--- src/rtl/pm_dump_trigger.sv ---
module pm_dump_trigger #(
  parameter int RINGS          = 2,
  parameter int SYNC_STAGES    = 2,
  parameter int PM_DELAY_TICKS = 1,
  parameter int REARM_TICKS    = 2
) (
  input  logic             clk,
  input  logic             rst_n,
  input  logic [RINGS-1:0] permit_i,
  input  logic             tick_i,
  input  logic [RINGS-1:0] enable_i,
  input  logic [RINGS-1:0] disable_i,
  input  logic             inhibit_i,
  output logic             pm_req_o,
  output logic [RINGS-1:0] dump_req_o
);
  localparam int PW = $clog2(PM_DELAY_TICKS + 1);
  localparam int RW = $clog2(REARM_TICKS + 1);

  logic [SYNC_STAGES-1:0] sync_q [RINGS];
  logic [RINGS-1:0] flag_now, flag_prev, fall;
  logic [RINGS-1:0] armed_q, wait_q, due_q, cand, grant;
  logic [PW-1:0]    wcnt_q  [RINGS];
  logic [RW-1:0]    rearm_q [RINGS];

  assign fall  = flag_prev & ~flag_now;
  assign grant = tick_i ? (cand & (~cand + RINGS'(1))) : '0;

  always_ff @(posedge clk or negedge rst_n)
    if (!rst_n) begin
      flag_prev  <= '1;
      pm_req_o   <= 1'b0;
      dump_req_o <= '0;
    end else begin
      flag_prev  <= flag_now;
      pm_req_o   <= |grant;
      dump_req_o <= fall;
    end

  for (genvar r = 0; r < RINGS; r++) begin : g_ring
    assign flag_now[r] = sync_q[r][SYNC_STAGES-1];
    assign cand[r] = due_q[r] | (wait_q[r] & (wcnt_q[r] == PW'(1)));

    always_ff @(posedge clk or negedge rst_n)
      if (!rst_n) sync_q[r] <= '1;
      else        sync_q[r] <= {sync_q[r][SYNC_STAGES-2:0], permit_i[r]};

    always_ff @(posedge clk or negedge rst_n)
      if (!rst_n) begin
        armed_q[r] <= 1'b0;
        rearm_q[r] <= '0;
      end else if (disable_i[r]) begin
        armed_q[r] <= 1'b0;
        rearm_q[r] <= RW'(REARM_TICKS);
      end else if (enable_i[r]) begin
        armed_q[r] <= 1'b1;
        rearm_q[r] <= '0;
      end else if (tick_i && rearm_q[r] != '0) begin
        rearm_q[r] <= rearm_q[r] - RW'(1);
        if (rearm_q[r] == RW'(1)) armed_q[r] <= 1'b1;
      end

    always_ff @(posedge clk or negedge rst_n)
      if (!rst_n) begin
        wait_q[r] <= 1'b0;
        due_q[r]  <= 1'b0;
        wcnt_q[r] <= '0;
      end else if (fall[r] && armed_q[r] && !inhibit_i &&
                   (!(wait_q[r] || due_q[r]) || grant[r])) begin
        wait_q[r] <= 1'b1;
        due_q[r]  <= 1'b0;
        wcnt_q[r] <= PW'(PM_DELAY_TICKS);
      end else if (grant[r]) begin
        wait_q[r] <= 1'b0;
        due_q[r]  <= 1'b0;
      end else if (tick_i && cand[r]) begin
        wait_q[r] <= 1'b0;
        due_q[r]  <= 1'b1;
      end else if (tick_i && wait_q[r]) begin
        wcnt_q[r] <= wcnt_q[r] - PW'(1);
      end
  end
endmodule


--- config.mk ---
export PLATFORM = sky130hd
export DESIGN_NAME = pm_dump_trigger
export DESIGN_NICKNAME = d
export VERILOG_FILES = /design/src/rtl/pm_dump_trigger.sv
export SDC_FILE = /design/constraint.sdc
export NUM_CORES = 1
export LEC_CHECK = 0
export ABC_AREA = 1
export BUFFER_PORTS_ARGS = -buffer_cell sky130_fd_sc_hd__buf_4
export CAP_MARGIN = 5
export CELL_PAD_IN_SITES_DETAIL_PLACEMENT = 1
export CELL_PAD_IN_SITES_GLOBAL_PLACEMENT = 1
export CORE_MARGIN = 2
export CORE_UTILIZATION = 38
export DETAILED_ROUTE_END_ITERATION = 8
export MAX_ROUTING_LAYER = met4
export PLACE_DENSITY_LB_ADDON = 0.15
export SLEW_MARGIN = 20
export SYNTH_ARGS = -nofsm -noshare
export SYNTH_HDL_FRONTEND = slang
export SYNTH_SLANG_ARGS = --single-unit
export TNS_END_PERCENT = 1
--- constraint.sdc ---
create_clock -name clk -period 1.05 [get_ports clk]
set_clock_uncertainty 0.15 [all_clocks]
set_input_delay 0.0525 -clock clk [delete_from_list [all_inputs] [get_ports clk]]
set_output_delay 0.0525 -clock clk [all_outputs]
set_load 0.1 [all_outputs]
Word level (Yosys, flattened, before mapping)
Index checks and enable logic that the tools add are counted.
Widths: inputs -> output; s select.
Storage, ports and cells
  register bits after elaboration: 21
  input bits: 10
  output and inout bits: 3
  word-level logic and storage cells: 103
Operators by class
  $add $sub $neg: 5
  equality and inequality tests: 6
  muxes and demuxes: 35
  bitwise operators: 8
  reductions and logical operators: 34
Operators by type and width (count)
  $mux 1: 28
  $reduce_bool 3->1: 6
  $mux 2: 7
  $logic_and 1x1->1: 12
  $reduce_bool 2->1: 4
  $reduce_and 3->1: 2
  $and 2x2->2: 2
  $eq 2x1->1 const B: 2
  $logic_or 1x1->1: 4
  $ne 2x1->1 const B: 2
  $ne 2x2->1 const B: 2
  $not 2->2: 2
  $reduce_and 2->1: 2
  $sub 2x1->2 const B: 2
  $logic_not 1->1: 3
  $add 2x1->2 const B: 1
  $and 1x1->1: 2
  $or 1x1->1: 2
  $reduce_or 2->1: 1
  $sub 1x1->1 const B: 2

Longest topological paths before layout
  word-level depth: 10
  gate-level depth with buffers: 8
  gate-level depth less buffers: 8

Least setup slack after synthesis
No wires, ideal clock.
  path type: flip-flop to flip-flop
  from: register rearm_q[0] (netlist bit)
  to: register rearm_q[1] (netlist bit)
  setup time: 0.119 ns
  data arrival time: 0.906 ns
  required time: 0.781 ns
  path slack: -0.125 ns
  cell stages (with the launch flop): 9
  path buffers: 0
  period minus slack after synthesis: 1.175 ns
  path through: dfrtp_1 inv_1 ha_1 inv_1 nand2_4 inv_4 nand2_1 nand2_1 o21ai_2
Between the ends
  word-level cells in the longest chain between the ends: 4
  elaborated cells on any way between the ends: 7
  those cells by class: add/sub (1); mux (3); reduce/logical (3)
RTL lines
  start, declared: RTL line 24  | logic [RW-1:0] rearm_q [RINGS];
  start signal, assigned by index: RTL line 54  | rearm_q[r] <= RW'(REARM_TICKS);
  start signal, assigned by index: RTL line 59  | rearm_q[r] <= rearm_q[r] - RW'(1);
  $sub 2x1->2: RTL line 59
  $mux 2: RTL line 58  | end else if (tick_i && rearm_q[r] != '0) begin
  $mux 2: RTL line 55  | end else if (enable_i[r]) begin
  $mux 2: RTL line 52  | end else if (disable_i[r]) begin
Parallel ways exist; a longest one is shown, timed or not. The select of a mux whose other input is x is not followed.
A chain may end at the register's enable or synchronous reset.

Final worst setup path
  from: register rearm_q[2] (netlist bit)
  to: register rearm_q[3] (netlist bit)
Same word-level chain as after synthesis.

==> metrics.yaml <==
run_status: "finished, violations left"
violations: "negative hold slack, negative setup slack"
clock_sinks: 21
ios: 13
synthAdderAreaFrac: 0.0511
synthesis.nets: 112
detail-route-antenna-nets: 0
numCtsBuffers: 3
portBuffers: 12
n_fill_cell: 275
hold_class: "in2reg"
die_w_um: 54.8
layout-drive-gt1-share: 0.545
syn_area_um2: 980
fin_util: 0.568
rsz0062_at_grt: "true"
wl_met2_um: 1060
synth_top_family_by_area: "simple AND/OR/NAND/NOR gates"
synth.avg_cell_area_um2: 10.0
syn_to_final_growth_pct: 42.3
worst_slew_pin_slew_ns: 0.269
grt_antenna_before_repair: 0
grt_overflow_total: 0
placed_cells: 150
cellPowerDensity_nw_per_um2: 1550
synth_ff_type: "dfrtp_1"
cp_max_fo: 4
wl_met1_um: 838
postCtsSetupBuffers: 0
yosysTopAreaCellShare: 0.383
start_util: 0.399
fin_area_um2: 1390
timing.fmax_mhz: 841
finalWorstSetupSlack_ns: -0.139
dp_slack_ns: -0.162
synth-simple-area-share: 0.209
route.detailed.drc: 0
path_clk_slew_ns: 0.12
synth_edf_count: 0
required_ns: 1.14
finalCritPeriodShare: 1.13
worst_setup_path_start_kind: "flip-flop"
rows: 18
cts_tree: "built"
grt_pass1_wl_um: 3200
synth_cell_types: 20
multiInputGateArea_um2: 414
async_flop_share: 1.00
antennaDiodeCount: 0
clock_path_buffers: 2
ys_seq_area_frac: 0.544
drt-total-wl_um: 1970
end_kind: "flip-flop"
clock-root-buffer: "clkbuf_4"
routed.top_layer: "met4"
fin_crit_ns: 1.19
grt_pass1_vias: 772
slew_headroom: 0.821
register_area_um2: 533
dp_hpwl_um: 1420
yosys-top-cells-area: "dfrtp_1, dfstp_2, nand2_1"
gp_congestion: 0.647
drt_iter0_markers: 7
power.total_mw: 2.16
routed_via_density: 4.49
peakVddDrop_mv: 1.31
drv_slew: 0
core_um2: 2450
grt_usage: 0.157
wl_per_cell_um: 12.0
synth_cells: 98
via_count: 737
dieArea_um2: 3000
whs_ns: -0.0608
crit_type: "reg2reg"
synth_top_cell_by_area: "dfrtp_1"
firstDrtPassIters: 4
finalNetCount: 149
yosys_warnings: 0
setup_tns_ns: -0.995
muxShareOfSynthArea: 0
p_leak_nw: 0.687
worst-endpoint-arrival_ns: 1.28
dieHeight_um: 54.8
setup_viol: 14
postPlaceCellArea_um2: 1190
h-tree-depth: 1
stdcell_count: 164
grt_max_degree: 22
synth_compound_area_frac: 0.0983
hold_viol: 2
synth_xor_area_frac: 0
wl_met3_um: 50
clk_latency_ns: 0.30
maxCapViolations: 0
ys_ff_latch: 21
## sequential cells by signal (all words and copies together), names as in the netlist
name,flops
rearm_q,4
armed_q,2
due_q,2
dump_req_o,2
flag_now,2
flag_prev,2
sync_q,2
wait_q,2
wcnt_q,2
pm_req_o,1
## worst max-delay path, cell delays in order (launching register included)
cell and delay, ns:
dfrtp_1 0.41, inv_2 0.08, ha_4 0.14, inv_4 0.03
nand2_4 0.06, inv_4 0.04, nand2_1 0.05, nand2_1 0.06
o21ai_2 0.10
## final cells by class
type	instances	area share
Sequential cell	21	0.382
Multi-Input combinational cell	55	0.297
Timing Repair Buffer	33	0.212
Inverter	21	0.0619
Tap cell	30	0.0269
Clock buffer	3	0.0162
Clock inverter	1	0.00359
## cell families (layout without fill, tap and decap cells)
| family | after synthesis | in the layout |
|---|---|---|
| adders and majority gates | 4 | 4 |
| buffers and inverters | 22 | 58 |
| AOI/OAI and AO/OA | 11 | 11 |
| DFF | 21 | 21 |
| and+or+nand+nor | 40 | 40 |
## final timing paths
check                           start           to  slack, ns  depth (start not counted)
max in group asynchronous       rst_n  flag_now[0]       0.46                          2
min in group asynchronous       rst_n     due_q[0]       0.01                          2
setup reg to reg           rearm_q[2]   rearm_q[3]      -0.14                          8
hold / removal                 tick_i    wait_q[1]      -0.06                          4
setup / recovery           rearm_q[2]   rearm_q[3]      -0.14                          8
hold reg to reg             sync_q[0]  flag_now[1]       0.22                          0
## power breakdown
| group | internal, mW | total (mW) | switching [mW] |
|---|---|---|---|
| Clock | 0.142 | 0.376 | 0.234 |
| Combinational | 0.328 | 0.776 | 0.448 |
| Sequential | 0.925 | 1.01 | 0.0853 |
## layer usage
layer	global-route usage	vias up
met3	0.0246	2
met1	0.186	359
met5	-	-
li1	-	366
met4	0.0625	0
met2	0.266	10
## cells in the final DEF, fill, tap and decap left out, drive strengths merged
master | Yosys | layout
nand2 | 31 | 31
dlygate4sd3 | 0 | 10
a31oi | 3 | 3
clkinv | 0 | 1
o21ai | 3 | 3
nand3 | 2 | 2
clkbuf | 0 | 3
inv | 21 | 21
o21bai | 1 | 1
dfstp | 6 | 6
nor2 | 4 | 4
buf | 1 | 23
or2 | 1 | 1
nor3 | 2 | 2
ha | 4 | 4
dfrtp | 15 | 15
a21oi | 4 | 4
## timing repair
item                       CTS  global route
hold buffers                 8             2
hold endpoints to repair    35             3
setup endpoints to repair   14            16
gates resized for setup     21             3
pin swaps                    2             1
## cell usage after synthesis, types with 2 or more instances
cell type	count
a21oi_1	2
a21oi_2	2
a31oi_2	2
dfrtp_1	15
dfstp_2	6
ha_1	4
inv_1	19
inv_4	2
nand2_1	22
nand2_2	5
nand2_4	4
nor2_1	4
nor3_1	2
o21ai_2	3
Note: power is estimated with default switching activity, not from simulation.
